===== config.mk =====
export PLATFORM = sky130hd
export DESIGN_NAME = adc_seq_top
export DESIGN_NICKNAME = d
export VERILOG_FILES = /design/src/rtl/adc_seq_pkg.sv /design/src/rtl/adc_seq_ctrl.sv /design/src/rtl/adc_seq_dpath.sv /design/src/rtl/adc_seq_top.sv
export SDC_FILE = /design/constraint.sdc
export NUM_CORES = 1
export LEC_CHECK = 0
export CORE_MARGIN = 10
export CORE_UTILIZATION = 46
export DETAILED_ROUTE_END_ITERATION = 8
export PLACE_DENSITY = 0.76
export SLEW_MARGIN = 20
export SYNTH_ARGS = -nofsm -noshare
export SYNTH_HDL_FRONTEND = slang
export SYNTH_HIERARCHICAL = 1
export SYNTH_SLANG_ARGS = --single-unit

===== constraint.sdc =====
create_clock -name clk -period 1.6 [get_ports clk]
set_clock_uncertainty 0.1 [all_clocks]
set_input_delay 0.32 -clock clk [delete_from_list [all_inputs] [get_ports clk]]
set_output_delay 0.32 -clock clk [all_outputs]
set_load 0.01 [all_outputs]

===== src/rtl/adc_seq_pkg.sv =====
package adc_seq_pkg;

  localparam logic [1:0] MODE_FIX_ONE  = 2'b00;
  localparam logic [1:0] MODE_FIX_RUN  = 2'b01;
  localparam logic [1:0] MODE_SCAN_ONE = 2'b10;
  localparam logic [1:0] MODE_SCAN_RUN = 2'b11;

  typedef enum logic [1:0] {
    ST_IDLE,
    ST_LAUNCH,
    ST_WAIT,
    ST_STALL
  } seqState_t;

  // strobes from control to datapath
  typedef struct packed {
    logic capData;  // write fresh result into data register
    logic capHold;  // park fresh result in hold register
    logic relHold;  // move parked result into data register
  } seqStb_t;

endpackage


===== src/rtl/adc_seq_ctrl.sv =====
module adc_seq_ctrl
  import adc_seq_pkg::*;
#(
  parameter int CHAN_W = 4
) (
  input  logic              clk,
  input  logic              rstN,
  input  logic              cfgWr,
  input  logic [1:0]        cfgMode,
  input  logic [CHAN_W-1:0] cfgChan,
  input  logic              cfgStart,
  input  logic              cfgWaitRd,
  input  logic              convDone,
  input  logic              dataRd,
  input  logic              dataFull,
  output logic              busy,
  output logic              convStart,
  output logic [CHAN_W-1:0] convChan,
  output seqStb_t           stb
);

  seqState_t         state;
  logic [1:0]        actMode;
  logic [CHAN_W-1:0] actChan;
  logic [1:0]        regMode;
  logic [CHAN_W-1:0] regChan;
  logic              regStart;
  logic              regWaitRd;
  logic              pendStart;

  logic              scanNow, atEnd, goNext, takePend;
  logic [CHAN_W-1:0] nxtChan;
  logic              stallNow, resultIn, decideNow;

  assign scanNow = actMode[1];
  assign atEnd   = !scanNow || (actChan == '0);

  // boundary decision: what follows the conversion that just finished
  always_comb begin
    goNext   = 1'b0;
    takePend = 1'b0;
    nxtChan  = actChan;
    if (!atEnd) begin
      goNext  = 1'b1;
      nxtChan = actChan - 1'b1;
    end else if (!scanNow && regMode[1] && (actChan != '0) && !pendStart) begin
      goNext  = 1'b1;
      nxtChan = actChan - 1'b1;
    end else if (pendStart) begin
      goNext   = 1'b1;
      takePend = 1'b1;
      nxtChan  = regChan;
    end else if (regMode[0] && regStart) begin
      goNext  = 1'b1;
      nxtChan = regChan;
    end
  end

  assign stallNow    = regWaitRd && dataFull && !dataRd;
  assign resultIn    = (state == ST_WAIT) && convDone;
  assign stb.capData = resultIn && !stallNow;
  assign stb.capHold = resultIn && stallNow;
  assign stb.relHold = (state == ST_STALL) && dataRd;
  assign decideNow   = stb.capData || stb.relHold;

  assign busy      = (state != ST_IDLE);
  assign convStart = (state == ST_LAUNCH);
  assign convChan  = actChan;

  always_ff @(posedge clk) begin
    if (!rstN) begin
      state     <= ST_IDLE;
      actMode   <= MODE_FIX_ONE;
      actChan   <= '0;
      regMode   <= MODE_FIX_ONE;
      regChan   <= '0;
      regStart  <= 1'b0;
      regWaitRd <= 1'b0;
      pendStart <= 1'b0;
    end else begin
      unique case (state)
        ST_IDLE: begin
          if (cfgWr && cfgStart) begin
            actMode <= cfgMode;
            actChan <= cfgChan;
            state   <= ST_LAUNCH;
          end
        end
        ST_LAUNCH: state <= ST_WAIT;
        ST_WAIT: begin
          if (stb.capHold) state <= ST_STALL;
        end
        ST_STALL: ;
        default: state <= ST_IDLE;
      endcase

      if (decideNow) begin
        if (goNext) begin
          actMode <= regMode;
          actChan <= nxtChan;
          state   <= ST_LAUNCH;
        end else begin
          state <= ST_IDLE;
        end
      end

      // register writes win over boundary clears
      if (cfgWr) begin
        regMode   <= cfgMode;
        regChan   <= cfgChan;
        regWaitRd <= cfgWaitRd;
        regStart  <= cfgStart;
      end else if (decideNow && !goNext) begin
        regStart  <= 1'b0;
      end

      if (cfgWr && busy)             pendStart <= cfgStart;
      else if (decideNow && takePend) pendStart <= 1'b0;
    end
  end

  a_r1_start_one_cycle: assert property (@(posedge clk) disable iff (!rstN)
    convStart |=> !convStart);

  a_r6_busy_covers_launch: assert property (@(posedge clk) disable iff (!rstN)
    convStart |-> busy);

  a_r10_stall_holds: assert property (@(posedge clk) disable iff (!rstN)
    (state == ST_STALL && !dataRd) |=> (state == ST_STALL && !convStart));

  a_r2_scan_step_down: assert property (@(posedge clk) disable iff (!rstN)
    (state == ST_LAUNCH && $past(state) == ST_WAIT && $past(actMode[1]) &&
     $past(actChan) != '0) |-> (actChan == $past(actChan) - 1'b1));

endmodule


===== src/rtl/adc_seq_dpath.sv =====
module adc_seq_dpath
  import adc_seq_pkg::*;
#(
  parameter int CHAN_W = 4,
  parameter int RES_W  = 10,
  parameter int DATA_W = 16
) (
  input  logic              clk,
  input  logic              rstN,
  input  seqStb_t           stb,
  input  logic [CHAN_W-1:0] tagChan,
  input  logic [RES_W-1:0]  convResult,
  input  logic              dataRd,
  output logic              dataFull,
  output logic [DATA_W-1:0] dataOut,
  output logic              cmpReq,
  output logic              ovrReq
);

  localparam int PAD_W = DATA_W - CHAN_W - RES_W;

  logic [DATA_W-1:0] holdReg;
  logic [DATA_W-1:0] packed_w;

  generate
    if (PAD_W > 0) begin : g_pad
      assign packed_w = {tagChan, {PAD_W{1'b0}}, convResult};
    end else begin : g_nopad
      assign packed_w = {tagChan, convResult};
    end
  endgenerate

  always_ff @(posedge clk) begin
    if (!rstN) begin
      dataOut  <= '0;
      holdReg  <= '0;
      dataFull <= 1'b0;
      cmpReq   <= 1'b0;
      ovrReq   <= 1'b0;
    end else begin
      cmpReq <= stb.capData || stb.capHold;
      ovrReq <= stb.capData && dataFull && !dataRd;
      if (stb.capData)      dataOut <= packed_w;
      else if (stb.relHold) dataOut <= holdReg;
      if (stb.capHold) holdReg <= packed_w;
      if (stb.capData || stb.relHold) dataFull <= 1'b1;
      else if (dataRd)                dataFull <= 1'b0;
    end
  end

  a_r9_overrun_with_complete: assert property (@(posedge clk) disable iff (!rstN)
    ovrReq |-> cmpReq);

  a_r8_complete_leaves_full: assert property (@(posedge clk) disable iff (!rstN)
    cmpReq |-> dataFull);

endmodule


===== src/rtl/adc_seq_top.sv =====
module adc_seq_top
  import adc_seq_pkg::*;
#(
  parameter int CHAN_W = 4,
  parameter int RES_W  = 10,
  parameter int DATA_W = 16
) (
  input  logic              clk,
  input  logic              rstN,
  input  logic              cfgWr,
  input  logic [1:0]        cfgMode,
  input  logic [CHAN_W-1:0] cfgChan,
  input  logic              cfgStart,
  input  logic              cfgWaitRd,
  input  logic              dataRd,
  input  logic              convDone,
  input  logic [RES_W-1:0]  convResult,
  output logic              busy,
  output logic              convStart,
  output logic [CHAN_W-1:0] convChan,
  output logic [DATA_W-1:0] dataOut,
  output logic              cmpReq,
  output logic              ovrReq
);

  seqStb_t stb;
  logic    dataFull;

  adc_seq_ctrl #(.CHAN_W(CHAN_W)) u_ctrl (
    .clk(clk), .rstN(rstN), .cfgWr(cfgWr), .cfgMode(cfgMode), .cfgChan(cfgChan),
    .cfgStart(cfgStart), .cfgWaitRd(cfgWaitRd), .convDone(convDone),
    .dataRd(dataRd), .dataFull(dataFull), .busy(busy), .convStart(convStart),
    .convChan(convChan), .stb(stb)
  );

  adc_seq_dpath #(.CHAN_W(CHAN_W), .RES_W(RES_W), .DATA_W(DATA_W)) u_dpath (
    .clk(clk), .rstN(rstN), .stb(stb), .tagChan(convChan), .convResult(convResult),
    .dataRd(dataRd), .dataFull(dataFull), .dataOut(dataOut), .cmpReq(cmpReq),
    .ovrReq(ovrReq)
  );

endmodule


==> out/qor.yml, run 1 <==
synth:
  yosysWarnings: 6
  ys_seq_area_share_pct: 41.0
  synth_most_common_cell: "dfxtp_1"
  netlist_area_mm2: 0.00229
  synth.distinct_cells: 38
  synthArstFlopShare_pct: 0
  synthCells: 220
  yosysTopAreaCell: "dfxtp_1"
  ys_ff_latch: 47
  yosys-top-cells-count: "dfxtp_1, mux2i_1, nor2_1, nor2b_1"
  synth_edf_count: 0
  synth_area_leaders: "dfxtp_1, mux2i_1, o211a_1"
  avgSynthCellArea_um2: 10.4
  ys.flop_type: "dfxtp_1"
  synth_top_area_share_pct: 41.0
drt:
  drt_iter0_markers: 90
  drc: 0
  routed_wl_um: 5490
  vias: 1826
  wl_per_cell_um: 15.3
  via_per_inst: 5.09
  drtAntennaViolNets: 0
  dr.pass1.iters: 4
die:
  dieHeight_um: 90.6
  dieArea_mm2: 0.00821
  initial_core_util_pct: 47.9
  ios: 47
  placementRows: 25
  core_area_mm2: 0.00479
  die_w_um: 90.6
clock_network:
  clock-root-buffer: "clkbuf_8"
  cts_tree: "yes"
  numCtsBuffers: 5
  clk_latency_ps: 300
  clock_sinks: 47
  hold_buffers: 0
  clkTransAtPathRegs_ps: 90
  clockBufferDepth: 2
  cts-htree-levels: 2
sta:
  tightestPinTransition_ps: 557
  fmax_mhz: 570
  relSlewSlack_pct: 62.8
  slew_violations: 0
  rsz0062_at_grt: "true"
  period_minus_slack_ps: 1760
  fin_crit_sh_pct: 110
  worst_slack_ps: -155
  setup_violations: 7
  setup_tns_ps: -708
  hold_viol: 0
layout:
  finalNonFillerCells: 359
  nNetsFinal: 320
  area_growth_pct: 45.1
  fin_util_pct: 69.5
  design_area_mm2: 0.00333
  layout-drive-gt1-share_pct: 30.5
  diodes: 0
status:
  status: "finished, violations left"
  violations: "negative setup slack"
placement:
  placed_cell_area_mm2: 0.00302
  gp_congestion: 0.814
  dp_hpwl_um: 3790
  io_buffer_count: 44
  dp_cells: 344
worst_setup_path:
  path_class: "flip-flop to flip-flop"
  cp_slowest_cell: "or3b_4"
  cp_slowest_stage_delay_ps: 390
  cp_num_buf_inv: 3
  cp_cell_sequence: "inv_4 > ha_4 > or3b_4 > o21ai_4 > a21o_1 > buf_6 > buf_6 > a211oi_2"
  cp_max_fo: 5
  end_kind: "flip-flop"
  worst-endpoint-arrival_ps: 1820
  crit_family: "simple AND/OR/NAND/NOR gates"
  crit_path_frequent_cell: "buf_6"
  cp-start-kind: "flip-flop"
  worstPathRequired_ps: 1670
pwr:
  powerDensity_mw_per_mm2: 755
  power_leakage_uw: 0.00155
  ir_worst_vdd_mv: 0.490
  p_total_uw: 2510
global_routing:
  grt_pass1_vias: 1845
  gr-total-overflow: 0
  grt_start_max_net_pins: 23
  grt_use_total_pct: 12.5
  grt_pass1_wl_um: 8700
  grt_antenna_before_repair: 0
flow_run:
  cap_viol_max_count: 0
hold_path:
  hold_path.class: "flip-flop to flip-flop"
==> power breakdown <==
group / total, µW / leakage [µW] / internal, µW / switching [µW]
Clock: 724 / 0.0000483 / 308 / 416
Sequential: 1250 / 0.000384 / 1210 / 38.6
Combinational: 536 / 0.00112 / 307 / 229
==> worst reg2reg max path: stages, from the launching register on <==
cell and delay (ps):
dfxtp_4 360, inv_4 50, ha_4 130, or3b_4 400, o21ai_4 90, a21o_1 200
buf_6 150, buf_6 100, a211oi_2 50
==> flip-flops by register name, summed over array words and instances, names as in the netlist <==
register and cells:
u_dpath/ovrReq 1, u_ctrl/regStart 1, u_ctrl/actMode 1, u_dpath/dataOut 14, u_ctrl/regWaitRd 1, u_ctrl/regMode 2, u_dpath/cmpReq 1, u_ctrl/state 2
u_ctrl/regChan 4, u_dpath/dataFull 1, u_ctrl/pendStart 1, u_ctrl/convChan 4, u_dpath/holdReg 14
==> stage by stage <==
| stage | hold slack, ps | setup WS [ps] |
|---|---|---|
| CTS | 417 | -151 |
| detailed placement | 385 | -407 |
| global route | 425 | -221 |
| finish | 384 | -155 |
| floorplan | 354 | -69.2 |
| global placement | 378 | -371 |
==> worst paths after layout <==
check	slack [ps]	end	from	depth (start not counted)
setup reg to reg	-160	u_ctrl/convChan[3]$_SDFFE_PN0P_	u_ctrl/convChan[0]$_SDFFE_PN0P_	8
hold reg to reg	380	u_ctrl/regStart$_SDFFE_PN0P_	u_ctrl/regStart$_SDFFE_PN0P_	2
hold / removal	380	u_ctrl/regStart$_SDFFE_PN0P_	u_ctrl/regStart$_SDFFE_PN0P_	2
setup / recovery	-160	u_ctrl/convChan[3]$_SDFFE_PN0P_	u_ctrl/convChan[0]$_SDFFE_PN0P_	8
==> cells in the final DEF (no fill, tap or decap), types with 2 or more instances in the layout <==
cell	n
dfxtp_1	43
mux2i_1	29
buf_4	22
clkdlybuf4s50_1	21
dlygate4sd2_1	20
nor2b_1	16
mux2_4	14
nand2b_1	14
o211a_1	14
nor2_1	13
buf_6	6
clkbuf_8	5
buf_12	5
nand2_1	4
a211oi_1	4
ha_4	4
dfxtp_4	4
inv_4	3
nor2_4	3
inv_1	3
a21oi_1	3
clkinv_2	2
clkbuf_16	2
inv_2	2
a211oi_2	2
nand3_1	2
a21oi_2	2
o22ai_1	2
o21a_1	2
conb_1	2
==> metal layers <==
layer	track usage [%]	routed length [µm]
met5	0	0
met4	3.05	46
met3	5.57	328
met2	20.1	2580
met1	14.8	2530
==> cell type report <==
cell class | count | area, µm²
Tap cell | 67 | 83.8
Fill cell | 390 | 1460
Multi-Input combinational cell | 151 | 1380
Clock buffer | 5 | 68.8
Inverter | 8 | 37.5
Sequential cell | 47 | 956
Clock inverter | 3 | 18.8
Timing Repair Buffer | 78 | 786
==> timing repair <==
action	4_1_cts	5_1_grt
resized for setup	38	34
endpoints found under the setup margin	42	38
pin swaps	5	7
cloned	0	2
setup buffers	4	1
==> kinds of logic after synthesis <==
kind of cell               share of synthesized area [%]
AOI/OAI and AO/OA                                   13.6
xor gates and xnor gates                           0.382
adders and majority gates                           3.28
buffers and inverters                               5.79
DFF                                                 41.0
muxes                                               21.5
other                                              0.164
and+or+nand+nor                                     14.2
Note: power is estimated with default switching activity, not from simulation.
==> inputs of run 2 (changes only) <==
--- a/config.mk
+++ b/config.mk
@@ -8,5 +8,5 @@
 export CORE_MARGIN = 10
-export CORE_UTILIZATION = 46
+export CORE_UTILIZATION = 45
 export DETAILED_ROUTE_END_ITERATION = 8
-export PLACE_DENSITY = 0.76
+export PLACE_DENSITY = 0.74
 export SLEW_MARGIN = 20
--- a/constraint.sdc
+++ b/constraint.sdc
@@ -4,2 +4,2 @@
 set_output_delay 0.32 -clock clk [all_outputs]
-set_load 0.01 [all_outputs]
+set_load 0.1 [all_outputs]
==> run 2 against run 1 <==
  * The run still ends with negative setup slack left
  * Routed wire length up 10%
  * Non-clock buffer count grew 5
  * Setup slack worse by 120 ps
  * Sequential share of layout area fell by 2.6 points
  * Worst hold slack improved by 30 ps
  * Die area increased by 1.7%
  * Final cell count up 1.7%
  * Sequential cell count unchanged
  * Core utilization up 6.5 points
  * Combinational power up 76%
  * Critical path depth did not move
  * Total power grew 20%
  * Critical path type unchanged
==> out/qor.yml, run 2 (synthesis results as in run 1) <==
sta:
  hold_viol: 0  # unchanged
  setup_violations: 26  # +19
  rsz0062_at_grt: "true"
  period_minus_slack_ps: 1870  # +117 ps
  fin_crit_sh_pct: 117  # +7.3 points
  fmax_mhz: 534  # -6.2%
  worst_slack_ps: -272  # -117 ps
  slew_violations: 0  # unchanged
drt:
  drt_iter0_markers: 79  # -12%
  dr.pass1.iters: 4  # unchanged
  drtAntennaViolNets: 0  # unchanged
  routed_wl_um: 6040  # +10%
  drc: 0  # unchanged
  wl_per_cell_um: 16.6  # +8.2%
  via_per_inst: 5.15  # +1.3%
  vias: 1881  # +3.0%
clock_network:
  clkTransAtPathRegs_ps: 90  # about the same
  clk_latency_ps: 300  # about the same
  clockBufferDepth: 2  # unchanged
  clock_sinks: 47  # unchanged
  cts_tree: "yes"
  clock-root-buffer: "clkbuf_8"
  cts-htree-levels: 2  # unchanged
  numCtsBuffers: 5  # unchanged
global_routing:
  grt_pass1_wl_um: 8970  # +3.1%
  grt_use_total_pct: 12.9  # +0.35 points
  grt_start_max_net_pins: 25  # +8.7%
  grt_pass1_vias: 1868  # +1.2%
  grt_antenna_before_repair: 0  # unchanged
  gr-total-overflow: 0  # unchanged
worst_setup_path:
  cp_num_buf_inv: 2  # -1
  cp_cell_sequence: "inv_4 > ha_4 > or3b_4 > o21ai_4 > buf_6 > mux2i_1 > nor2_1 > a211oi_1"
  path_class: "flip-flop to flip-flop"
  end_kind: "flip-flop"
  worst-endpoint-arrival_ps: 1970  # +150 ps
  cp-start-kind: "flip-flop"
  worstPathRequired_ps: 1700  # +30 ps
  cp_slowest_cell: "or3b_4"
  cp_max_fo: 5  # unchanged
  cp_slowest_stage_delay_ps: 400  # about the same
  crit_family: "simple AND/OR/NAND/NOR gates"
placement:
  placed_cell_area_mm2: 0.00327  # +8.4%
  dpl_worst_slack_ps: -455  # -47.7 ps
  io_buffer_count: 44  # unchanged
  gp_congestion: 0.806  # -0.99%
  dp_cells: 342  # -0.58%
  dp_hpwl_um: 3810  # +0.52%
status:
  violations: "negative setup slack"
  status: "finished, violations left"
layout:
  diodes: 0  # unchanged
  seqCellArea_um2: 958  # +0.26%
  area_growth_pct: 59.7
  finalNonFillerCells: 365  # +1.7%
  fill_cells: 313  # -20%
  nNetsFinal: 326  # +1.9%
  mostFrequentLayoutCells: "dfxtp_1, mux2i_1, buf_12"
  top_regs: "u_dpath/dataOut x14, u_dpath/holdReg x14"
  layout-drive-gt1-share_pct: 39.3  # +8.8 points
  fin_util_pct: 76.0  # +6.5 points
  multi_input_area_mm2: 0.00140  # +1.6%
  design_area_mm2: 0.00366  # +10%
  layout_commonest_cell: "dfxtp_1"
die:
  dieHeight_um: 91.4  # +0.86%
  dieArea_mm2: 0.00835  # +1.7%
  die_w_um: 91.4  # +0.86%
  core_area_mm2: 0.00482  # +0.65%
  initial_core_util_pct: 47.6  # -0.31 points
  ios: 47  # unchanged
  placementRows: 25  # unchanged
pwr:
  powerDensity_mw_per_mm2: 822  # +8.8%
  power_leakage_uw: 0.00160  # +3.0%
  ir_worst_vdd_mv: 0.564  # +15%
  p_total_uw: 3010  # +20%
flow_run:
  cap_viol_max_count: 0  # unchanged
hold_path:
  hold_path.class: "flip-flop to flip-flop"
-- run 2: cell count changes in the layout (fill, tap and decap cells not counted), moves of 2 or more --
cell / previous run / this run
clkinv_2: 2 / 0
dfxtp_1: 43 / 41
dfxtp_2: 0 / 2
nor2_4: 3 / 1
a21oi_1: 3 / 5
dlygate4sd2_1: 20 / 1
buf_12: 5 / 26
clkbuf_8: 5 / 7
nor2_2: 0 / 2
buf_6: 6 / 10
a21oi_2: 2 / 0
-- run 2: cell type report --
type	count	share of cell area (%)
clock buffer	7	2.63
clock inverter	1	0.171
inverter	8	1.13
multi-input combinational	152	38.2
sequential	47	26.2
tap	67	2.29
timing repair buffer	83	29.4
-- run 2: metrics by stage --
stage	TNS (ps)	hold WS (ps)
CTS	-1490	403
global placement	-11070	389
floorplan	-1610	357
finish	-2160	414
detailed placement	-12530	387
global route	-3830	431
-- run 2: layer usage --
| layer | track usage (%) | part of all wire [%] |
|---|---|---|
| met2 | 21.7 | 50 |
| met3 | 4.28 | 5.9 |
| met4 | 5.09 | 1.4 |
| met1 | 14.7 | 43 |
| met5 | 0 | 0 |
-- run 2: tightest hold or removal path, delay by kind of cell, from the launching register on --
kind | cells | cell delay [ps]
DFF | 1 | 320
AOI/OAI and AO/OA | 2 | 150
-- run 2: path summary, 6_finish.rpt --
| check | from | end | slack, ps | depth (start not counted) |
|---|---|---|---|---|
| setup / recovery | u_ctrl/convChan[1]$_SDFFE_PN0P_ | u_ctrl/convChan[3]$_SDFFE_PN0P_ | -270 | 8 |
| hold / removal | u_ctrl/regStart$_SDFFE_PN0P_ | u_ctrl/regStart$_SDFFE_PN0P_ | 410 | 2 |
| setup reg to reg | u_ctrl/convChan[1]$_SDFFE_PN0P_ | u_ctrl/convChan[3]$_SDFFE_PN0P_ | -270 | 8 |
| hold reg to reg | u_ctrl/regStart$_SDFFE_PN0P_ | u_ctrl/regStart$_SDFFE_PN0P_ | 410 | 2 |
-- run 2: power breakdown --
group	leakage, µW	internal (µW)	switching, µW
Combinational	0.00116	452	492
Sequential	0.000385	1210	46.1
Clock	0.0000548	395	409
-- run 2: timing repair --
item | 4_1_cts | 5_1_grt
buffers inserted | 8 | 4
pin swaps | 7 | 6
cloned | 2 | 1
resized for setup | 16 | 16
hold buffers | 0 | 0
endpoints found under the setup margin | 23 | 39
==> inputs of run 3 (changes only) <==
- CORE_MARGIN: 10 -> default
- PLACE_DENSITY: 0.74 -> 0.71
- clock period: 1.6 -> 2 ns (I/O delays scaled with it)
==> run 3 against run 2 <==
  * The flow now finishes without violations
  * Cell area shrank 16%
  * Clock-buffer cell count increased by 1
  * Setup slack better by 400 ps
  * Worst hold slack got worse by 17 ps
  * Clock power decreased by 9.8%
  * Via count decreased by 11%
  * Largest power group unchanged
  * Highest routed layer unchanged
==> out/qor.yml, run 3 (synthesis results as in run 1) <==
clock_network:
  cts_resized: 0  # -16
  clockBufferDepth: 2  # unchanged
  clock-root-buffer: "clkbuf_8"
  cts-htree-levels: 2  # unchanged
  postCtsSetupRepairBufs: 0  # -8
  hold_buffers: 0  # unchanged
  numCtsBuffers: 5  # unchanged
  clk_latency_ps: 300  # about the same
  cts_tree: "yes"
  clock_sinks: 47  # unchanged
  clkTransAtPathRegs_ps: 90  # about the same
worst_setup_path:
  cp_max_fo: 6  # +1
  worstPathRequired_ps: 2110  # +410 ps
  path_class: "flip-flop to flip-flop"
  worst-endpoint-arrival_ps: 1980  # about the same
  end_kind: "flip-flop"
  cp-start-kind: "flip-flop"
die:
  core_area_mm2: 0.00482  # unchanged
  placementRows: 25  # unchanged
  ios: 47  # unchanged
  die_w_um: 73.4  # -20%
  dieArea_mm2: 0.00538  # -36%
  dieHeight_um: 73.4  # -20%
  initial_core_util_pct: 47.6  # unchanged
drt:
  highest_layer: "met4"
  wl_per_cell_um: 13.2  # -20%
  met2_length_um: 2010  # -33%
  drc: 0  # unchanged
  routed_wl_um: 4500  # -26%
  via_per_inst: 4.92  # -4.6%
  wl_met1_um: 2270  # -12%
  vias: 1672  # -11%
  drt_iter0_markers: 90  # +14%
  dr.pass1.iters: 4  # unchanged
  met3WireLength_um: 162  # -54%
  drtAntennaViolNets: 0  # unchanged
sta:
  rsz0062_at_grt: "false"
  setup_tns_ps: 0  # +2160 ps
  setup_violations: 0  # -100%
  fin_crit_sh_pct: 93.8  # -23 points
  slew_violations: 0  # unchanged
  hold_viol: 0  # unchanged
  fmax_mhz: 533  # -0.24%
  period_minus_slack_ps: 1880  # +4.48 ps
  worst_slack_ps: 124  # +396 ps
flow_run:
  cap_viol_max_count: 0  # unchanged
layout:
  layout-drive-gt1-share_pct: 26.0  # -13 points
  nNetsFinal: 301  # -7.7%
  diodes: 0  # unchanged
  area_growth_pct: 33.6
  fill_cells: 412  # +32%
  top_regs: "u_dpath/dataOut x14, u_dpath/holdReg x14"
  layout_commonest_cell: "dfxtp_1"
  mostFrequentLayoutCells: "dfxtp_1, mux2i_1, buf_4"
global_routing:
  grt_pass1_wl_um: 7490  # -17%
  gr-total-overflow: 0  # unchanged
  grt_use_total_pct: 18.1  # +5.2 points
  grt_pass1_vias: 1615  # -14%
  grt_start_max_net_pins: 34  # +36%
  grt_antenna_before_repair: 0  # unchanged
pwr:
  ir_worst_vdd_mv: 0.498  # -12%
  powerDensity_mw_per_mm2: 746  # -9.2%
  p_total_uw: 2280  # -24%
  power_leakage_uw: 0.00138  # -14%
hold_path:
  hold_path.class: "flip-flop to flip-flop"
status:
  status: "completed"
placement:
  gp_congestion: 0.773  # -4.2%
  io_buffer_count: 44  # unchanged
  dp_hpwl_um: 3150  # -17%
  dpl_worst_slack_ps: -71.3  # +383 ps
## run 3: changes by cell type in the layout (fill, tap and decap cells not counted), moves of 2 or more
cell and change:
ha_1 +4, ha_4 -5, dfxtp_1 +2, dfxtp_4 -2, clkbuf_8 -2, a211oi_2 -2, buf_4 +3, buf_12 -15
a211oi_1 +2, buf_6 -10, inv_4 -4, mux2_2 +6, mux2_4 -6, inv_1 +4
## run 3: final timing paths
check	depth (start not counted)	slack [ps]	startpoint	endpoint
setup / recovery	8	120	u_ctrl/convChan[0]$_SDFFE_PN0P_	u_ctrl/convChan[3]$_SDFFE_PN0P_
hold / removal	2	400	u_ctrl/regStart$_SDFFE_PN0P_	u_ctrl/regStart$_SDFFE_PN0P_
setup reg to reg	8	120	u_ctrl/convChan[0]$_SDFFE_PN0P_	u_ctrl/convChan[3]$_SDFFE_PN0P_
hold reg to reg	2	400	u_ctrl/regStart$_SDFFE_PN0P_	u_ctrl/regStart$_SDFFE_PN0P_
## run 3: stage by stage
stage / std cells / utilization, % / hold slack [ps] / area, µm²
after detailed placement: 332 / 61.0 / 385 / 2940
after CTS: 340 / 63.6 / 403 / 3060
after global routing: 340 / 63.6 / 417 / 3060
after floorplan: 221 / - / 354 / 2320
final: 340 / 63.6 / 397 / 3060
after global placement: 332 / 61.0 / 382 / 2940
## run 3: cell type report
class	instances	area, µm²	area share [%]
Clock buffer	8	123	4.00
Inverter	8	33.8	1.10
Multi-Input combinational cell	151	1230	40.3
Sequential cell	47	951	31.1
Tap cell	67	83.8	2.74
Timing Repair Buffer	59	636	20.8
## run 3: critical path: stages, from the launching register on
cell      delay [ps]
dfxtp_4          350
inv_1             50
ha_1             180
or3b_4           410
o21ai_4           70
buf_4            170
mux2i_1          180
nor2_1            60
a211oi_1         210
## run 3: where the power goes
group	internal (µW)	leakage, µW	switching (µW)
Sequential	970	0.000383	30.7
Combinational	227	0.000936	330
Clock	399	0.0000618	326
Total	1600	0.00138	687
## run 3: metal layers
layer | GRT usage (%) | vias to the layer above
li1 | - | 865
met1 | 23.7 | 765
met2 | 29.0 | 35
met3 | 4.25 | 7
met4 | 6.84 | 0
met5 | 0 | -
